File: src/rtl/sema_pkg.sv
package sema_pkg;
  localparam int unsigned IRQ_BASE_WORD = 'h40 >> 2;
  localparam int unsigned STATUS_WORD   = 'h100 >> 2;
  localparam int unsigned EN_BIT        = 0;
  localparam int unsigned FLAG_BIT      = 16;

  function automatic int unsigned irq_word(input int unsigned core);
    return IRQ_BASE_WORD + 2 * core;
  endfunction

  function automatic int unsigned mbox_word(input int unsigned core);
    return IRQ_BASE_WORD + 2 * core + 1;
  endfunction
endpackage

File: src/rtl/sema_access_stage.sv
// Applies one port's access to a snapshot of the register state.
module sema_access_stage
  import sema_pkg::*;
#(
  parameter int unsigned NUM_SEMA  = 8,
  parameter int unsigned NUM_CORES = 2,
  parameter int unsigned DATA_W    = 32,
  parameter int unsigned ADDR_W    = 12
) (
  input  logic                              req_i,
  input  logic                              we_i,
  input  logic [ADDR_W-1:0]                 addr_i,
  input  logic [DATA_W-1:0]                 wdata_i,
  input  logic [NUM_SEMA-1:0]               sema_i,
  input  logic [NUM_CORES-1:0][DATA_W-1:0]  mbox_i,
  input  logic [NUM_CORES-1:0]              en_i,
  input  logic [NUM_CORES-1:0]              flag_i,
  output logic [NUM_SEMA-1:0]               sema_o,
  output logic [NUM_CORES-1:0][DATA_W-1:0]  mbox_o,
  output logic [NUM_CORES-1:0]              en_o,
  output logic [NUM_CORES-1:0]              flag_o,
  output logic [DATA_W-1:0]                 rdata_o
);
  localparam int unsigned WORD_W = ADDR_W - 2;
  localparam int unsigned SIDX_W = $clog2(NUM_SEMA);

  logic [WORD_W-1:0] word;
  logic [SIDX_W-1:0] sidx;
  logic              rd_en;

  assign word  = addr_i[ADDR_W-1:2];
  assign sidx  = word[SIDX_W-1:0];
  assign rd_en = req_i && !we_i;

  always_comb begin
    sema_o  = sema_i;
    mbox_o  = mbox_i;
    en_o    = en_i;
    flag_o  = flag_i;
    rdata_o = '0;
    if (req_i) begin
      if (word < WORD_W'(NUM_SEMA)) begin
        if (rd_en) begin
          rdata_o[0]   = sema_i[sidx];
          sema_o[sidx] = 1'b1;
        end else if (!wdata_i[0]) begin
          sema_o[sidx] = 1'b0;
        end
      end
      if (rd_en && word == WORD_W'(STATUS_WORD)) rdata_o[NUM_SEMA-1:0] = sema_i;
      for (int c = 0; c < NUM_CORES; c++) begin
        if (word == WORD_W'(irq_word(c))) begin
          if (rd_en) begin
            rdata_o[FLAG_BIT] = flag_i[c];
            rdata_o[EN_BIT]   = en_i[c];
          end else begin
            en_o[c]   = wdata_i[EN_BIT];
            flag_o[c] = wdata_i[FLAG_BIT];
          end
        end
        if (word == WORD_W'(mbox_word(c))) begin
          if (rd_en) rdata_o = mbox_i[c];
          else       mbox_o[c] = wdata_i;
        end
      end
    end
  end
endmodule

File: src/rtl/sema_irq_out.sv
module sema_irq_out #(
  parameter int unsigned NUM_CORES = 2
) (
  input  logic                 clk_i,
  input  logic                 rst_ni,
  input  logic [NUM_CORES-1:0] en_i,
  input  logic [NUM_CORES-1:0] flag_i,
  output logic [NUM_CORES-1:0] irq_o
);
  always_ff @(posedge clk_i or negedge rst_ni) begin
    if (!rst_ni) irq_o <= '0;
    else         irq_o <= en_i & flag_i;
  end

  for (genvar c = 0; c < NUM_CORES; c++) begin : g_chk
    a_r6_irq_rise: assert property (@(posedge clk_i) disable iff (!rst_ni)
      (en_i[c] && flag_i[c]) |=> irq_o[c]);
    a_r6_irq_fall: assert property (@(posedge clk_i) disable iff (!rst_ni)
      !(en_i[c] && flag_i[c]) |=> !irq_o[c]);
  end
endmodule

File: src/rtl/sema_mbox_top.sv
module sema_mbox_top
  import sema_pkg::*;
#(
  parameter int unsigned NUM_SEMA  = 8,
  parameter int unsigned NUM_CORES = 2,
  parameter int unsigned DATA_W    = 32,
  parameter int unsigned ADDR_W    = 12
) (
  input  logic                              clk_i,
  input  logic                              rst_ni,
  input  logic [NUM_CORES-1:0]              req_i,
  input  logic [NUM_CORES-1:0]              we_i,
  input  logic [NUM_CORES-1:0][ADDR_W-1:0]  addr_i,
  input  logic [NUM_CORES-1:0][DATA_W-1:0]  wdata_i,
  output logic [NUM_CORES-1:0][DATA_W-1:0]  rdata_o,
  output logic [NUM_CORES-1:0]              irq_o
);
  localparam int unsigned SIDX_W = $clog2(NUM_SEMA);
  localparam int unsigned WORD_W = ADDR_W - 2;

  logic [NUM_SEMA-1:0]              sema_q;
  logic [NUM_CORES-1:0][DATA_W-1:0] mbox_q;
  logic [NUM_CORES-1:0]             en_q, flag_q;

  // Port c sees the state left by ports 0..c-1 in the same cycle.
  logic [NUM_SEMA-1:0]              ch_sema [NUM_CORES+1];
  logic [NUM_CORES-1:0][DATA_W-1:0] ch_mbox [NUM_CORES+1];
  logic [NUM_CORES-1:0]             ch_en   [NUM_CORES+1];
  logic [NUM_CORES-1:0]             ch_flag [NUM_CORES+1];
  logic [NUM_CORES-1:0][DATA_W-1:0] rd_next;

  assign ch_sema[0] = sema_q;
  assign ch_mbox[0] = mbox_q;
  assign ch_en[0]   = en_q;
  assign ch_flag[0] = flag_q;

  for (genvar c = 0; c < NUM_CORES; c++) begin : g_port
    sema_access_stage #(
      .NUM_SEMA(NUM_SEMA), .NUM_CORES(NUM_CORES), .DATA_W(DATA_W), .ADDR_W(ADDR_W)
    ) stage_i (
      .req_i  (req_i[c]),
      .we_i   (we_i[c]),
      .addr_i (addr_i[c]),
      .wdata_i(wdata_i[c]),
      .sema_i (ch_sema[c]),
      .mbox_i (ch_mbox[c]),
      .en_i   (ch_en[c]),
      .flag_i (ch_flag[c]),
      .sema_o (ch_sema[c+1]),
      .mbox_o (ch_mbox[c+1]),
      .en_o   (ch_en[c+1]),
      .flag_o (ch_flag[c+1]),
      .rdata_o(rd_next[c])
    );

    always_ff @(posedge clk_i or negedge rst_ni) begin
      if (!rst_ni)                 rdata_o[c] <= '0;
      else if (req_i[c] && !we_i[c]) rdata_o[c] <= rd_next[c];
    end
  end

  always_ff @(posedge clk_i or negedge rst_ni) begin
    if (!rst_ni) begin
      sema_q <= '0;
      mbox_q <= '0;
      en_q   <= '0;
      flag_q <= '0;
    end else begin
      sema_q <= ch_sema[NUM_CORES];
      mbox_q <= ch_mbox[NUM_CORES];
      en_q   <= ch_en[NUM_CORES];
      flag_q <= ch_flag[NUM_CORES];
    end
  end

  sema_irq_out #(.NUM_CORES(NUM_CORES)) irq_i (
    .clk_i (clk_i),
    .rst_ni(rst_ni),
    .en_i  (en_q),
    .flag_i(flag_q),
    .irq_o (irq_o)
  );

  logic p0_sema_rd, p0_sema_wr1, p0_status_wr, p1_idle, both_same_rd;
  assign p0_sema_rd   = req_i[0] && !we_i[0] && addr_i[0][ADDR_W-1:2] < WORD_W'(NUM_SEMA);
  assign p0_sema_wr1  = req_i[0] && we_i[0] && wdata_i[0][0]
                        && addr_i[0][ADDR_W-1:2] < WORD_W'(NUM_SEMA);
  assign p0_status_wr = req_i[0] && we_i[0] && addr_i[0][ADDR_W-1:2] == WORD_W'(STATUS_WORD);
  assign p1_idle      = !req_i[1];
  assign both_same_rd = p0_sema_rd && req_i[1] && !we_i[1]
                        && addr_i[1][ADDR_W-1:2] == addr_i[0][ADDR_W-1:2];

  a_r1_read_sets: assert property (@(posedge clk_i) disable iff (!rst_ni)
    p0_sema_rd |=> sema_q[$past(addr_i[0][SIDX_W+1:2])]);
  a_r1_read_old: assert property (@(posedge clk_i) disable iff (!rst_ni)
    (p0_sema_rd && !sema_q[addr_i[0][SIDX_W+1:2]]) |=> rdata_o[0] == '0);
  a_r2_write_one_holds: assert property (@(posedge clk_i) disable iff (!rst_ni)
    (p0_sema_wr1 && p1_idle) |=> $stable(sema_q));
  a_r3_status_write_ignored: assert property (@(posedge clk_i) disable iff (!rst_ni)
    (p0_status_wr && p1_idle) |=> ($stable(sema_q) && $stable(mbox_q)));
  a_r4_single_winner: assert property (@(posedge clk_i) disable iff (!rst_ni)
    (both_same_rd && !sema_q[addr_i[0][SIDX_W+1:2]])
      |=> (rdata_o[0][0] == 1'b0 && rdata_o[1][0] == 1'b1));
endmodule

File: config.mk
export PLATFORM = sky130hd
export DESIGN_NAME = sema_mbox_top
export DESIGN_NICKNAME = d
export VERILOG_FILES = /design/src/rtl/sema_pkg.sv /design/src/rtl/sema_access_stage.sv /design/src/rtl/sema_irq_out.sv /design/src/rtl/sema_mbox_top.sv
export SDC_FILE = /design/constraint.sdc
export NUM_CORES = 1
export LEC_CHECK = 0
export BUFFER_PORTS_ARGS = -buffer_cell sky130_fd_sc_hd__buf_2
export CAP_MARGIN = 15
export CORE_MARGIN = 1.5
export CORE_UTILIZATION = 61
export DETAILED_ROUTE_END_ITERATION = 8
export HOLD_SLACK_MARGIN = 0.05
export MAX_ROUTING_LAYER = met4
export PLACE_DENSITY_LB_ADDON = 0.12
export SLEW_MARGIN = 20
export SYNTH_ARGS = -nofsm -noshare
export SYNTH_HDL_FRONTEND = slang
export SYNTH_HIERARCHICAL = 1
export SYNTH_SLANG_ARGS = --single-unit
File: constraint.sdc
create_clock -name clk_i -period 3.2 [get_ports clk_i]
set_clock_uncertainty 0.2 [all_clocks]
set_input_delay 0.48 -clock clk_i [delete_from_list [all_inputs] [get_ports clk_i]]
set_output_delay 0.48 -clock clk_i [all_outputs]
set_load 0.02 [all_outputs]
==> results.toml, run 1 <==
[floorplanning]
core_um2 = 13900
rows = 43
die_w_um = 122
die_h_um = 122
dieArea_um2 = 14900
start_util_pct = 62.4
ioPinCount = 160

[synthesis]
yosysWarnings = 6
synthDistinctLibCells = 48
synth_mux_area_share_pct = 35.7
synth_nets = 725
synth_area_um2 = 8660
ys_dominant_reg_cell = "dfrtp_1"
synth_top_family_by_area = "multiplexers"
synth-xor-area-share_pct = 0
synth_compound_area_share_pct = 9.60
yosysMostFrequentCell = "mux2_4"
synth-edff-count = 0
yosysTopAreaCell = "dfrtp_1"
yosys.area_share.adder_pct = 0
synthTopCellsByCount = "180 x mux2_4, 142 x dfrtp_1, 54 x o21ai_0, 45 x a22o_1, 30 x nand2_1"
netlist_instances = 631
ys_seq_area_share_pct = 41.0
synth-simple-area-share_pct = 8.20
synth_area_leaders = "dfrtp_1 41%, mux2_4 31%, a22o_1 4.5%, buf_12 3.5%, o21ai_0 3.1%"
ys_ff_latch = 142
syn_avg_cell_area_um2 = 13.7
synth_top_area_share_pct = 41.0
async_flop_share_pct = 100

[run_status]
status = "completed"

[pwr]
clkPwrFrac_pct = 49.1
ir_drop_mv = 0.336
cell_internal_pwr_mw = 3.24
p_total_mw = 4.20
p_sw_share_pct = 22.9
pwr-share-seq_pct = 43.4
p_leak_nw = 5.11
power.switching_mw = 0.964
p_comb_share_pct = 7.5
p_per_area_nw_per_um2 = 408

[place]
routabilityCongestion = 0.872
post-dp-hpwl_um = 15000
dpl_cell_area_um2 = 9670
detailedPlace.worstSlack_ns = -0.335
dp.cells = 969
portBuffers = 155

[cts]
cts-root-buf = "clkbuf_16"
cts_sinks = 142
clk_pin_slew_ns = 0.06
clock_latency_ns = 0.42
htreeDepth = 4
post_cts_buffers = 0
cts_inserted_buffers = 17
cts_tree = "built"
clk_path_buf_depth = 2

[timing]
worstMarginPinSlew_ns = 0.579
fmaxAchievable_mhz = 319
hold_violations = 0
hold_slack_ns = 0.102
fin_crit_ns = 3.13
setup_ws_ns = 0.0665
rsz0062_at_grt = "no"
maxSlewViolCount = 0
post-route-period-util_pct = 97.9
tns_ns = 0
setup_viol = 0
slew_headroom_pct = 61.4

[route]
dr.pass1.iters = 5
drc = 0
drt_iter0_drc = 475
vias = 6088
detail-route-antenna-nets = 0
wire_per_inst_um = 22.2
drt-total-wl_um = 22200
viasPerCell = 6.08

[worst_setup_path]
cp_data_required_time_ns = 3.31
cpMostUsedCell = "or4_4"
crit_type = "in2reg"
critPathMaxFanout = 4
cp_slowest_cell = "or4_4"
worstPathArrival_ns = 3.24
cp_cell_sequence = "buf_2 -> or4_4 -> or4_4 -> nor2_1 -> mux2_2 -> mux4_2 -> and4b_1 -> mux2_4"
critPathLaunchType = "input port"
max_stage_delay_ns = 0.62
critPathCaptureType = "register"

[global_route]
gr-total-overflow = 0
grt_antenna_before_repair = 0
grtUsageTotal_pct = 31.7
grt_start_max_net_pins = 63
grt_pass1_vias = 6326
grt_first_pass_wirelength_um = 34700

[cells_and_area]
finish.utilization_pct = 74.1
drive_gt1_share_pct = 55.2
postLayoutCellArea_um2 = 10300
nets = 903
layout.cells.non_filler = 1002
antennaDiodeCount = 0
syn_to_final_growth_pct = 18.8

[min_path]
hold_path_class = "in2reg"

[run]
max-cap-violations = 0
-- routing by layer --
layer / global-route usage, % / wire length, um / up-vias
met5: - / 0 / -
met4: 10.4 / 439 / 0
met3: 6.51 / 1320 / 43
met2: 51.0 / 10900 / 249
met1: 40.2 / 9520 / 3077
li1: - / - / 2719
-- cell type report --
class	instances	area (um^2)
clock inverter	10	135
inverter	2	7.51
clock buffer	22	474
multi-input combinational	445	4650
sequential	142	3550
timing repair buffer	201	1240
fill	942	3590
tap	180	225
-- worst max-delay path, delay by kind of cell --
kind                   cells  cell delay, ns
buffers and inverters      1            0.10
and+or+nand+nor            4            1.57
muxes                      3            1.07
-- final timing paths --
path	startpoint	endpoint	slack, ns	depth (start not counted)
setup / recovery	addr_i[7]	rdata_o[48]	0.07	8
hold / removal	wdata_i[42]	ch_mbox[138]	0.10	2
setup reg to reg	sema_q[1]	rdata_o[32]	1.05	7
hold reg to reg	rdata_o[31]	rdata_o[31]	0.30	1
max in group asynchronous	rst_ni	ch_mbox[166]	1.61	3
min in group asynchronous	rst_ni	rdata_o[19]	0.39	2
-- logic make-up (layout without fill, tap and decap cells) --
| group | Yosys count | after routing |
|---|---|---|
| AND/OR/NAND/NOR | 109 | 109 |
| multiplexers | 211 | 211 |
| flip-flops | 142 | 142 |
| AO/OA/AOI/OAI | 125 | 125 |
| buffers and inverters | 44 | 235 |
-- state kept, by name (all words and copies together), names as in the netlist --
signal       cells
ch_mbox         64
rdata_o         64
sema_q           8
en_q             2
flag_q           2
irq_i/irq_o      2
-- cell usage in the layout, fill, tap and decap left out, types with 3 or more instances in the layout --
cell type | netlist | layout
mux2_2 | 21 | 21
nor2_1 | 15 | 13
a21oi_1 | 11 | 11
mux4_2 | 4 | 4
nand4_1 | 7 | 7
dfrtp_1 | 142 | 142
or3b_2 | 3 | 3
nand3b_1 | 5 | 5
nor4bb_1 | 3 | 3
mux2_4 | 180 | 180
nor4_1 | 4 | 3
mux2i_1 | 6 | 6
nand2_1 | 30 | 30
nor2_8 | 4 | 4
nand2b_1 | 4 | 4
buf_4 | 0 | 36
bufinv_16 | 0 | 3
o21ai_0 | 54 | 54
buf_12 | 15 | 9
nand3_1 | 5 | 5
clkbuf_8 | 0 | 3
nor2b_1 | 7 | 7
a22o_1 | 45 | 45
clkbuf_16 | 0 | 17
buf_2 | 10 | 154
clkinv_2 | 0 | 4
a31oi_1 | 7 | 7
-- power groups by stage --
| stage | sequential [mW] | combinational, mW | clock (mW) |
|---|---|---|---|
| final | 1.82 | 0.314 | 2.06 |
| after global routing | 1.82 | 0.338 | 2.18 |
| after CTS | 1.82 | 0.313 | 2.08 |
| after detailed placement | 1.86 | 0.309 | 0 |
| after global placement | 1.86 | 0.299 | 0 |
| after floorplan | 1.85 | 0.163 | 0 |
-- repair_timing --
action | CTS | global route
endpoints found under the setup margin | 0 | 0
gates resized for setup | 0 | 0
hold endpoints to repair | 60 | 0
hold buffers | 1 | 0
(Power assumes the default switching activity.)
==> run 2, diff against run 1 <==
--- a/config.mk
+++ b/config.mk
@@ -7,6 +7,7 @@
 export LEC_CHECK = 0
 export BUFFER_PORTS_ARGS = -buffer_cell sky130_fd_sc_hd__buf_2
 export CAP_MARGIN = 15
+export CORE_ASPECT_RATIO = 0.7
 export CORE_MARGIN = 1.5
 export CORE_UTILIZATION = 61
 export DETAILED_ROUTE_END_ITERATION = 8
==> results.toml, run 2 (synthesis gave the netlist of run 1 again) <==
[timing]
maxSlewViolCount = 0
rsz0062_at_grt = "no"
setup_ws_ns = 0.0831
slew_headroom_pct = 53.4
setup_viol = 0
fmaxAchievable_mhz = 321
post-route-period-util_pct = 97.4
hold_slack_ns = 0.0956
hold_violations = 0
worstMarginPinSlew_ns = 0.698
fin_crit_ns = 3.12

[route]
wire_per_inst_um = 22.2
detail-route-antenna-nets = 0
drt_iter0_drc = 409
drt-total-wl_um = 22600
drc = 0
dr.pass1.iters = 5
viasPerCell = 6.11
vias = 6221

[global_route]
grtUsageTotal_pct = 31.6
grt_first_pass_wirelength_um = 34900
grt_antenna_before_repair = 1
grt_pass1_vias = 6326
grt_start_max_net_pins = 75
gr-total-overflow = 0

[worst_setup_path]
critPathMaxFanout = 3
worstPathArrival_ns = 3.23
critPathCaptureType = "register"
crit_type = "in2reg"
critPathLaunchType = "input port"
cp_data_required_time_ns = 3.31

[pwr]
p_sw_share_pct = 23.7
p_comb_share_pct = 7.7
p_per_area_nw_per_um2 = 403
ir_drop_mv = 0.377
pwr-share-seq_pct = 43.8
clkPwrFrac_pct = 48.5
power.switching_mw = 0.989
cell_internal_pwr_mw = 3.18
p_leak_nw = 5.12

[cts]
clk_pin_slew_ns = 0.06
cts_tree = "built"
htreeDepth = 4
cts_sinks = 142
cts_inserted_buffers = 17
cts-root-buf = "clkbuf_16"
clock_latency_ns = 0.43
clk_path_buf_depth = 2

[run]
max-cap-violations = 0

[floorplanning]
core_um2 = 13900
start_util_pct = 62.4
die_w_um = 145
die_h_um = 103
ioPinCount = 160
rows = 36
dieArea_um2 = 14900

[cells_and_area]
final_cell_mix = "180 x mux2_4, 154 x buf_2, 142 x dfrtp_1"
syn_to_final_growth_pct = 19.5
nets = 909
drive_gt1_share_pct = 55.7
final_common_cell = "mux2_4"

[place]
detailedPlace.worstSlack_ns = -0.351
routabilityCongestion = 1.02
post-dp-hpwl_um = 15600
portBuffers = 155

[run_status]
status = "completed"

[min_path]
hold_path_class = "in2reg"
## run 2: changes by cell type in the layout (fill, tap and decap cells not counted)
cell,before,now
clkbuf_8,3,0
buf_4,36,41
clkbuf_1,2,1
inv_8,0,1
clkinv_4,1,0
buf_12,9,10
diode_2,0,1
clkinvlp_4,1,5
## run 2: layer usage
| layer | routed length, um | track usage, % | up-vias | share of wire (%) |
|---|---|---|---|---|
| li1 | - | - | 2738 | - |
| met1 | 10300 | 43.0 | 3159 | 46 |
| met3 | 1690 | 7.21 | 38 | 7.5 |
| met2 | 10200 | 48.1 | 286 | 45 |
| met4 | 343 | 8.63 | 0 | 1.5 |
| met5 | 0 | - | - | 0 |
## run 2: what timing repair did
action	CTS	global route
buffers inserted	0	0
gates resized for setup	0	0
hold buffers	1	0
hold endpoints to repair	71	0
## run 2: power by group through the flow
stage	Combinational (mW)	Sequential (mW)	Clock, mW
after detailed placement	0.315	1.86	0
final	0.321	1.82	2.02
after CTS	0.319	1.82	2.04
after floorplan	0.163	1.85	0
after global routing	0.347	1.82	2.13
after global placement	0.303	1.86	0
## run 2: layout make-up
type | count | area, um^2
flip-flops and latches | 142 | 3550
fillers | 952 | 3520
well taps | 190 | 238
clock buffers | 18 | 429
diodes | 1 | 2.50
inverters | 2 | 7.51
multi-input cells | 445 | 4650
clock inverters | 14 | 168
repair buffers | 207 | 1300
## run 2: worst max-delay path, cell delays in order
cell	delay, ns
buf_2	0.10
or4_4	0.53
or4_4	0.57
nor2_1	0.23
mux2_2	0.38
mux4_2	0.45
and4b_1	0.23
mux2_4	0.26
## run 2: stage by stage
step	total power [mW]	instances	util, %	setup TNS [ns]	instance area, um^2
after floorplan	2.02	631	-	-0.266	8660
after global placement	2.16	985	70.2	-8.26	9740
after detailed placement	2.17	985	70.2	-9.46	9740
after CTS	4.19	1018	74.6	0	10300
after global routing	4.31	1019	74.6	0	10300
final	4.17	1019	74.6	0	10300
## run 2: worst paths after layout
check / start / slack (ns) / end / depth (start not counted)
hold reg to reg: rdata_o[45] / 0.30 / rdata_o[45] / 1
setup reg to reg: sema_q[4] / 0.94 / rdata_o[32] / 7
setup / recovery: addr_i[7] / 0.08 / rdata_o[48] / 8
max in group asynchronous: rst_ni / 1.61 / rdata_o[19] / 3
min in group asynchronous: rst_ni / 0.44 / ch_mbox[162] / 2
hold / removal: wdata_i[51] / 0.1 / ch_mbox[147] / 2
